==> config.mk <==
export PLATFORM = sky130hd
export DESIGN_NAME = crc16_pkt_engine
export DESIGN_NICKNAME = d
export VERILOG_FILES = /design/src/rtl/crc16_pkt_pkg.sv /design/src/rtl/crc16_byte_eq.sv /design/src/rtl/crc16_fold_acc.sv /design/src/rtl/crc16_pkt_fsm.sv /design/src/rtl/crc16_pkt_engine.sv
export SDC_FILE = /design/constraint.sdc
export NUM_CORES = 1
export LEC_CHECK = 0
export BUFFER_PORTS_ARGS = -buffer_cell sky130_fd_sc_hd__buf_2
export CAP_MARGIN = 40
export CORE_UTILIZATION = 44
export CTS_BUF_LIST = sky130_fd_sc_hd__clkbuf_8 sky130_fd_sc_hd__clkbuf_16
export DETAILED_ROUTE_END_ITERATION = 12
export GPL_TIMING_DRIVEN = 1
export PLACE_DENSITY = 0.64
export SYNTH_ARGS = -nofsm -noshare
export SYNTH_HDL_FRONTEND = slang
export SYNTH_SLANG_ARGS = --single-unit
==> constraint.sdc <==
create_clock -name clk -period 3.3 [get_ports clk]
set_input_delay 0.165 -clock clk [delete_from_list [all_inputs] [get_ports clk]]
set_output_delay 0.165 -clock clk [all_outputs]
set_load 0.03 [all_outputs]
==> src/rtl/crc16_pkt_pkg.sv <==
package crc16_pkt_pkg;
    localparam int CRC_W  = 16;
    localparam int BYTE_W = 8;

    typedef enum logic [1:0] {
        ST_IDLE,
        ST_BODY,
        ST_FLUSH_HI,
        ST_FLUSH_LO
    } eng_state_t;
endpackage

==> src/rtl/crc16_byte_eq.sv <==
// Closed-form reduction of one byte placed above sixteen zero bits.
module crc16_byte_eq
    import crc16_pkt_pkg::*;
(
    input  logic [BYTE_W-1:0] m,
    output logic [CRC_W-1:0]  d
);
    always_comb begin
        d[0]  = m[0] ^ m[4];
        d[1]  = m[1] ^ m[5];
        d[2]  = m[2] ^ m[6];
        d[3]  = m[3] ^ m[7];
        d[4]  = m[4];
        d[5]  = m[0] ^ m[4] ^ m[5];
        d[6]  = m[1] ^ m[5] ^ m[6];
        d[7]  = m[2] ^ m[6] ^ m[7];
        d[8]  = m[3] ^ m[7];
        d[9]  = m[4];
        d[10] = m[5];
        d[11] = m[6];
        d[12] = m[0] ^ m[4] ^ m[7];
        d[13] = m[1] ^ m[5];
        d[14] = m[2] ^ m[6];
        d[15] = m[3] ^ m[7];
    end
endmodule

==> src/rtl/crc16_fold_acc.sv <==
// Residue register: upper half is owed to the next byte, lower half to the one after.
module crc16_fold_acc
    import crc16_pkt_pkg::*;
(
    input  logic              clk,
    input  logic              rst_n,
    input  logic              take,
    input  logic              restart,
    input  logic [BYTE_W-1:0] byte_in,
    output logic [CRC_W-1:0]  rem_q
);
    logic [CRC_W-1:0]  seed;
    logic [BYTE_W-1:0] folded;
    logic [CRC_W-1:0]  reduced;

    always_comb begin
        seed   = restart ? '0 : rem_q;
        folded = byte_in ^ seed[CRC_W-1 -: BYTE_W];
    end

    crc16_byte_eq u_eq (
        .m (folded),
        .d (reduced)
    );

    always_ff @(posedge clk) begin
        if (!rst_n) begin
            rem_q <= '0;
        end else if (take) begin
            rem_q <= {seed[BYTE_W-1:0] ^ reduced[CRC_W-1 -: BYTE_W],
                      reduced[BYTE_W-1:0]};
        end
    end

    // with no byte taken the residue must not move
    assert_rem_hold_R4: assert property (@(posedge clk) disable iff (!rst_n)
        !take |=> $stable(rem_q));
endmodule

==> src/rtl/crc16_pkt_fsm.sv <==
module crc16_pkt_fsm
    import crc16_pkt_pkg::*;
(
    input  logic clk,
    input  logic rst_n,
    input  logic in_valid,
    input  logic in_sop,
    input  logic in_eop,
    output logic take,
    output logic restart,
    output logic flush_hi,
    output logic flush_lo
);
    eng_state_t state_q, state_d;

    always_ff @(posedge clk) begin
        if (!rst_n) state_q <= ST_IDLE;
        else        state_q <= state_d;
    end

    always_comb begin
        state_d = state_q;
        unique case (state_q)
            ST_IDLE: begin
                if (in_valid && in_sop)
                    state_d = in_eop ? ST_FLUSH_HI : ST_BODY;
            end
            ST_BODY: begin
                if (in_valid && in_eop)
                    state_d = ST_FLUSH_HI;
            end
            ST_FLUSH_HI: state_d = ST_FLUSH_LO;
            ST_FLUSH_LO: state_d = ST_IDLE;
            default:     state_d = ST_IDLE;
        endcase
    end

    always_comb begin
        take     = 1'b0;
        restart  = 1'b0;
        flush_hi = 1'b0;
        flush_lo = 1'b0;
        unique case (state_q)
            ST_IDLE: begin
                take    = in_valid && in_sop;
                restart = in_valid && in_sop;
            end
            ST_BODY: begin
                take    = in_valid;
                restart = in_valid && in_sop;
            end
            ST_FLUSH_HI: flush_hi = 1'b1;
            ST_FLUSH_LO: flush_lo = 1'b1;
            default: ;
        endcase
    end

    // the two zero-byte cycles always run back to back
    assert_flush_pair_R6: assert property (@(posedge clk) disable iff (!rst_n)
        flush_hi |=> flush_lo);
    // nothing is taken while flushing
    assert_flush_ignores_R8: assert property (@(posedge clk) disable iff (!rst_n)
        (flush_hi || flush_lo) |-> !take);
    // an end-marked byte taken leads straight into the flush
    assert_eop_to_flush_R6: assert property (@(posedge clk) disable iff (!rst_n)
        (take && in_eop) |=> flush_hi);
endmodule

==> src/rtl/crc16_pkt_engine.sv <==
module crc16_pkt_engine
    import crc16_pkt_pkg::*;
(
    input  logic              clk,
    input  logic              rst_n,
    input  logic              in_valid,
    input  logic              in_sop,
    input  logic              in_eop,
    input  logic [BYTE_W-1:0] in_byte,
    output logic [CRC_W-1:0]  crc_out,
    output logic              crc_done
);
    logic              take, restart, flush_hi, flush_lo;
    logic [CRC_W-1:0]  rem_q;
    logic [BYTE_W-1:0] res_hi_q;
    localparam logic [BYTE_W-1:0] ZERO_BYTE = '0;

    crc16_pkt_fsm u_fsm (
        .clk      (clk),
        .rst_n    (rst_n),
        .in_valid (in_valid),
        .in_sop   (in_sop),
        .in_eop   (in_eop),
        .take     (take),
        .restart  (restart),
        .flush_hi (flush_hi),
        .flush_lo (flush_lo)
    );

    crc16_fold_acc u_acc (
        .clk     (clk),
        .rst_n   (rst_n),
        .take    (take),
        .restart (restart),
        .byte_in (in_byte),
        .rem_q   (rem_q)
    );

    // The appended zero bytes absorb the outstanding residue, one per cycle.
    always_ff @(posedge clk) begin
        if (!rst_n) begin
            res_hi_q <= '0;
            crc_out  <= '0;
            crc_done <= 1'b0;
        end else begin
            crc_done <= 1'b0;
            if (flush_hi)
                res_hi_q <= ZERO_BYTE ^ rem_q[CRC_W-1 -: BYTE_W];
            if (flush_lo) begin
                crc_out  <= {res_hi_q, ZERO_BYTE ^ rem_q[BYTE_W-1:0]};
                crc_done <= 1'b1;
            end
        end
    end

    // done lasts a single cycle
    assert_done_single_R6: assert property (@(posedge clk) disable iff (!rst_n)
        crc_done |=> !crc_done);
    // done only follows the second flush cycle
    assert_done_after_flush_R6: assert property (@(posedge clk) disable iff (!rst_n)
        crc_done |-> $past(flush_lo));
    // the result is held between pulses
    assert_crc_hold_R7: assert property (@(posedge clk) disable iff (!rst_n)
        !crc_done |-> $stable(crc_out));
endmodule

==> flow_summary_export.csv, run 1 <==
group,metric,value,unit
cells_and_area,drive_gt1_share,17.1,%
synth,synth_fp_nets,236,
die,die-area,0.00496,sq mm
setup_path,startpoint_type,"flip-flop",
setup_path,cpMaxStageDelayCell,"o211ai_2",
global_routing,antenna_found_initial,0,
cells_and_area,finalNetCount,262,
pwr,worst_ir_drop_vdd,0.407,mV
global_routing,grt-ovfl-total,0,
synth,synthMuxAreaShare,12.6,%
cells_and_area,seq_area,861,sq um
die,core-area,0.00441,sq mm
setup_path,cp_max_fo,15,
clock_tree,cts_setup_buffers,0,
pwr,static-leakage-power,0.000990,uW
cells_and_area,mostFrequentLayoutCell,"dfxtp_1",
synth,synth_xor_area_share,9.36,%
clock_tree,h-tree-depth,2,
cells_and_area,n_fill_cell,412,
cells_and_area,multiInputGateArea,0.00112,sq mm
cells_and_area,final_cell_mix,"43 x dfxtp_1, 30 x nor2_1, 29 x buf_2",
global_routing,grt_max_degree,24,
sta,setup_slack,1.16,ns
global_routing,grt_pass1_vias,1337,
drt,totalWireLength,4.07,mm
min_path,worstHoldStart,"in_byte[4]",
clock_tree,cts_root_buf,"clkbuf_8",
cells_and_area,synthToLayoutAreaGrowth,15.0,%
placement,pre_cts_ws,1.18,ns
cells_and_area,instances_no_fill,297,
run_status,outcome,"finished, final reports clean",
drt,via_per_inst,5.30,
drt,via_count,1573,
sta,setup-violations-final,0,
synth,synthTopCellsByArea,"dfxtp_1 42%, mux2i_1 13%, nor2_1 5.5%",
drt,wl_per_cell,13.7,microns
synth,synthAdderAreaFrac,2.43,%
min_path,hold_depth,3,
clock_tree,cts.sinks,43,
clock_tree,numCtsBuffers,5,
setup_path,arrival,2.34,ns
global_routing,grtUsageTotal,17.6,%
clock_tree,cts_buffer_depth,2,
setup_path,criticalPathCategory,"reg2reg",
clock_tree,cts_hold_buf,0,
die,die_w,70.4,microns
sta,hold_violations,0,
placement,io_buffers,29,
synth,ys_warn_count,0,
min_path,hold_path_end,"u_acc.rem_q[9]",
setup_path,cp_cell_sequence,"inv_1, ha_1, o211ai_2, nand3_1, and3_1, o311a_1",
drt,detail-route-antenna-nets,0,
setup_path,r2r_slack,1.16,ns
pwr,p_per_area,713,mW/mm^2
sta,maxSlewViolCount,0,
drt,initialDrtViolationCount,76,
die,die_h,70.4,microns
sta,fmax,467,MHz
setup_path,critPathTopFamily,"compound AO/OA/AOI/OAI gates",
sta,tightest_slew,0.616,ns
sta,fin_crit_sh,64.9,%
die,io_pins,30,
synth,synth_simple_gate_area_share,15.5,%
synth,seq_area_frac_synth,41.8,%
setup_path,critPathBufInv,1,
sta,whs,0.224,ns
clock_tree,cts_resized,0,
synth,synth_compound_area_share,14.4,%
setup_path,required,3.49,ns
sta,fin_skew,0.00569,ns
cells_and_area,diodes,0,
setup_path,critPathMaxStageDelay,0.50,ns
clock_tree,clock_latency,0.30,ns
synth,ys_ff_latch,43,
die,start_util,46.6,%
cells_and_area,utilization,53.6,%
sta,post-route-min-period,2.14,ns
synth,netlist_area,0.00206,sq mm
setup_path,ff2ff_path_depth,6,
setup_path,worstReg2RegStart,"u_fsm.state_q[0]",
drt,dr.pass1.iters,4,
sta,slew_headroom,59.0,%
placement,dp_hpwl,2.95,mm
placement,place_congestion,0.833,
min_path,min_path_type,"in2reg",
drt,drc,0,
synth,synth.avg_cell_area,9.40,sq um
synth,synth_top_area_cell,"dfxtp_1",
synth,synth_cells,219,
sta,rsz0062_at_grt,"false",
setup_path,r2r-end,"u_acc.rem_q[14]",
synth,synth_cell_types,36,
job,maxCapViolations,0,
global_routing,grt_first_pass_wirelength,6.61,mm
synth,synth_top_family_by_area,"simple AND/OR/NAND/NOR gates",
synth,synth_top_area_share,41.8,%
setup_path,worstSetupEndpointType,"flip-flop",
placement,dp.cells,290,
clock_tree,cts_tree,"built",
sta,tns,0,ns
clock_tree,path_clk_slew,0.08,ns
die,rows,24,
[metal layers]
| metal | GRT usage [%] | vias to the layer above | share of wire (%) |
|---|---|---|---|
| met3 | 4.91 | 7 | 4.6 |
| met5 | 0 | - | 0 |
| met1 | 23.5 | 722 | 47 |
| met4 | 8.00 | 0 | 1.8 |
| li1 | - | 815 | - |
| met2 | 26.3 | 29 | 46 |
[logic make-up after synthesis]
kind of cell / after synthesis
and+or+nand+nor: 70
AOI/OAI and AO/OA: 43
DFF: 43
muxes: 26
xor gates and xnor gates: 17
buffers and inverters: 16
adders and majority gates: 4
[synth_stat cells]
library cell and n:
a211oi_1 6, a21boi_0 1, a21boi_1 1, a21o_1 2
a21o_2 1, a21oi_1 9, a22oi_1 1, a31oi_1 2
and2_1 4, and3_1 2, buf_2 3, buf_6 2
clkbuf_1 7, dfxtp_1 43, ha_1 4, inv_1 4
mux2i_1 26, nand2_1 18, nand3_1 8, nor2_1 30
nor3_1 1, nor3b_1 2, o211a_1 4, o211ai_2 1
o21a_1 1, o21ai_0 8, o22ai_1 1, o311a_1 1
o31ai_1 3, o32ai_1 1, or3_1 3, or3_4 2
xnor2_1 9, xnor3_1 1, xor2_1 5, xor3_1 2
[how the worst max path moves through the flow]
stage | endpoint | slack, ns | cells after the start | startpoint
2_1_floorplan | u_acc.rem_q[5] | 1.41 | 8 | u_fsm.state_q[0]
3_3_place_gp | u_acc.rem_q[14] | 1.22 | 6 | u_fsm.state_q[0]
4_1_cts | u_acc.rem_q[14] | 1.17 | 6 | u_fsm.state_q[0]
3_5_place_dp | u_acc.rem_q[14] | 1.18 | 6 | u_fsm.state_q[0]
5_1_grt | u_acc.rem_q[7] | 0.95 | 6 | u_fsm.state_q[0]
6_report | u_acc.rem_q[14] | 1.16 | 6 | u_fsm.state_q[0]
[layout make-up]
| type | count | share of cell area [%] |
|---|---|---|
| clock buffer | 5 | 2.91 |
| clock inverter | 2 | 1.59 |
| timing repair buffer | 31 | 8.46 |
| sequential | 43 | 36.4 |
| tap | 52 | 2.75 |
| inverter | 4 | 0.635 |
| multi-input combinational | 160 | 47.3 |
[per-stage QoR]
stage / instance area (sq um) / total power, uW
4_1_cts: 2370 / 1700
6_report: 2370 / 1690
3_3_place_gp: 2200 / 1280
3_5_place_dp: 2260 / 1300
5_1_grt: 2370 / 1800
2_1_floorplan: 2060 / 1180
[registers in the layout (all words and copies together), names as in the netlist]
name / cells
crc_out: 16
u_acc.rem_q: 16
res_hi_q: 8
u_fsm.state_q: 2
crc_done: 1
[tightest hold or removal path: stages]
cell and delay, ns:
buf_2 0.13, xnor2_1 0.12, a211oi_1 0.06
[report_power, final]
part | switching [uW] | internal, uW
sequential | 76.9 | 596
combinational | 324 | 288
clock | 181 | 221
total | 582 | 1110
No activity file was read; power rests on OpenSTA's default activity.
==> inputs of run 2 (changes only) <==
--- a/config.mk
+++ b/config.mk
@@ -11,7 +11,7 @@
 export CTS_BUF_LIST = sky130_fd_sc_hd__clkbuf_8 sky130_fd_sc_hd__clkbuf_16
 export DETAILED_ROUTE_END_ITERATION = 12
 export GPL_TIMING_DRIVEN = 1
-export PLACE_DENSITY = 0.64
+export PLACE_DENSITY = 0.67
 export SYNTH_ARGS = -nofsm -noshare
 export SYNTH_HDL_FRONTEND = slang
 export SYNTH_SLANG_ARGS = --single-unit
==> constraint.sdc (replaced) <==
create_clock -name clk -period 1.9 [get_ports clk]
set_input_delay 0.095 -clock clk [delete_from_list [all_inputs] [get_ports clk]]
set_output_delay 0.095 -clock clk [all_outputs]
set_load 0.03 [all_outputs]
==> flow_summary_export.csv, run 2 (synthesis gave the netlist of run 1 again) <==
group,metric,value,unit
cells_and_area,mostFrequentLayoutCell,"dfxtp_1",
global_routing,grt_pass1_vias,1436,
placement,dp_hpwl,3.07,mm
sta,slew_headroom,65.0,%
cells_and_area,final_cell_mix,"42 x dfxtp_1, 30 x nor2_1, 29 x buf_2",
clock_tree,numCtsBuffers,5,
placement,io_buffers,29,
drt,wl_per_cell,14.1,microns
global_routing,antenna_found_initial,0,
drt,drc,0,
die,die_w,70.4,microns
sta,fin_crit_sh,93.9,%
job,maxCapViolations,0,
drt,met2WireLength,1.95,mm
setup_path,critPathMaxStageDelay,0.35,ns
cells_and_area,finalNetCount,271,
setup_path,cp_cell_sequence,"inv_1, ha_1, o211a_4, o21ai_0, a21oi_1, o32ai_1",
sta,maxSlewViolCount,0,
setup_path,worstReg2RegStart,"u_fsm.state_q[1]",
global_routing,grt_first_pass_wirelength,6.88,mm
global_routing,grt-ovfl-total,0,
drt,initialDrtViolationCount,96,
setup_path,critPathTopFamily,"compound AO/OA/AOI/OAI gates",
sta,tns,0,ns
min_path,min_path_type,"in2reg",
setup_path,r2r-end,"u_acc.rem_q[11]",
pwr,worst_ir_drop_vdd,0.603,mV
sta,setup-violations-final,0,
clock_tree,clock_latency,0.30,ns
min_path,worstHoldStart,"rst_n",
cells_and_area,largestRegisters,"crc_out x16, u_acc.rem_q x16, res_hi_q x8",
pwr,seqPwrFrac,38.2,%
setup_path,startpoint_type,"flip-flop",
sta,fin_skew,0.00796,ns
die,die_h,70.4,microns
die,start_util,46.6,%
cells_and_area,n_fill_cell,403,
clock_tree,cts_setup_buffers,0,
placement,pre_cts_ws,0.0717,ns
run_status,outcome,"finished, final reports clean",
sta,hold_violations,0,
pwr,clockPowerShare,22.3,%
clock_tree,h-tree-depth,2,
pwr,internal-power,1990,uW
cells_and_area,synthToLayoutAreaGrowth,17.9,%
pwr,swShare,34.6,%
drt,via_count,1625,
drt,totalWireLength,4.33,mm
drt,top_layer,"met4",
setup_path,cpMaxStageDelayCell,"o21ai_0",
drt,detail-route-antenna-nets,0,
sta,fmax,561,MHz
setup_path,arrival,1.99,ns
clock_tree,path_clk_slew,0.08,ns
setup_path,criticalPathCategory,"reg2reg",
setup_path,required,2.11,ns
setup_path,worstSetupEndpointType,"flip-flop",
clock_tree,cts_buffer_depth,2,
pwr,power_frac_comb,39.4,%
sta,setup_slack,0.116,ns
die,io_pins,30,
clock_tree,cts_resized,0,
cells_and_area,drive_gt1_share,21.7,%
pwr,static-leakage-power,0.00103,uW
sta,rsz0062_at_grt,"false",
clock_tree,cts.sinks,43,
setup_path,critPathBufInv,1,
global_routing,grtUsageTotal,17.9,%
drt,dr.pass1.iters,4,
clock_tree,cts_root_buf,"clkbuf_8",
cells_and_area,stdcell_area,0.00243,sq mm
die,core-area,0.00441,sq mm
setup_path,cp.depth,6,
drt,met3_length,210,microns
sta,post-route-min-period,1.78,ns
clock_tree,cts_tree,"built",
pwr,p_switching,1050,uW
drt,wl_met1,2.11,mm
pwr,p_per_area,1260,mW/mm^2
placement,place_area,0.00229,sq mm
cells_and_area,diodes,0,
drt,via_per_inst,5.31,
die,rows,24,
clock_tree,cts_hold_buf,0,
sta,whs,0.164,ns
min_path,hold_depth,2,
die,die-area,0.00496,sq mm
setup_path,r2r_slack,0.12,ns
setup_path,cp_max_fo,6,
sta,tightest_slew,0.525,ns
global_routing,grt_max_degree,18,
min_path,hold_path_end,"u_acc.rem_q[14]",
placement,place_congestion,0.870,
setup_path,ff2ff_path_depth,6,
[run 2: cell count changes in the layout (fill, tap and decap cells not counted), sizes merged]
cell      before  now
inv            4    5
buf           31   40
clkinvlp       1    0
[run 2: power by group through the flow]
stage / clock network (uW) / logic, uW / registers [uW]
floorplan: 0 / 896 / 1160
global placement: 0 / 1140 / 1180
detailed placement: 0 / 1150 / 1180
CTS: 698 / 1160 / 1160
global route: 738 / 1310 / 1180
finish: 681 / 1200 / 1160
[run 2: worst max-delay path by stage]
stage                startpoint               to  slack [ns]
2_1_floorplan  u_fsm.state_q[0]   u_acc.rem_q[5]        0.01
3_3_place_gp   u_fsm.state_q[0]   u_acc.rem_q[5]        0.13
3_5_place_dp   u_fsm.state_q[0]   u_acc.rem_q[6]        0.07
4_1_cts        u_fsm.state_q[0]  u_acc.rem_q[14]        0.07
5_1_grt        u_fsm.state_q[0]   u_acc.rem_q[7]       0.009
6_report       u_fsm.state_q[1]  u_acc.rem_q[11]        0.12
[run 2: area by class of cell]
cell class | count | area [sq um] | share of cell area (%)
Multi-Input combinational cell | 160 | 1150 | 47.4
Timing Repair Buffer | 40 | 231 | 9.54
Clock buffer | 5 | 68.8 | 2.84
Tap cell | 52 | 65.1 | 2.68
Inverter | 4 | 15.0 | 0.619
Sequential cell | 43 | 862 | 35.5
Clock inverter | 2 | 33.8 | 1.39
[run 2: worst reg2reg max path, cell delays in order (launching register included)]
cell and delay, ns:
dfxtp_1 0.34, inv_1 0.06, ha_1 0.25, o211a_4 0.30, o21ai_0 0.35, a21oi_1 0.12, o32ai_1 0.27
[run 2: metal layers]
layer | GRT usage (%) | up-vias
met5 | 0 | -
met4 | 7.11 | 0
met3 | 3.75 | 4
met2 | 26.7 | 47
met1 | 25.0 | 743
li1 | - | 831
[run 2: per-stage QoR]
| stage | utilization [%] | power (uW) | cells |
|---|---|---|---|
| 5_1_grt | 55.0 | 3230 | 306 |
| 2_1_floorplan | - | 2060 | 219 |
| 6_report | 55.0 | 3050 | 306 |
| 4_1_cts | 54.1 | 3010 | 306 |
| 3_5_place_dp | 51.8 | 2330 | 299 |
| 3_3_place_gp | 51.8 | 2320 | 299 |
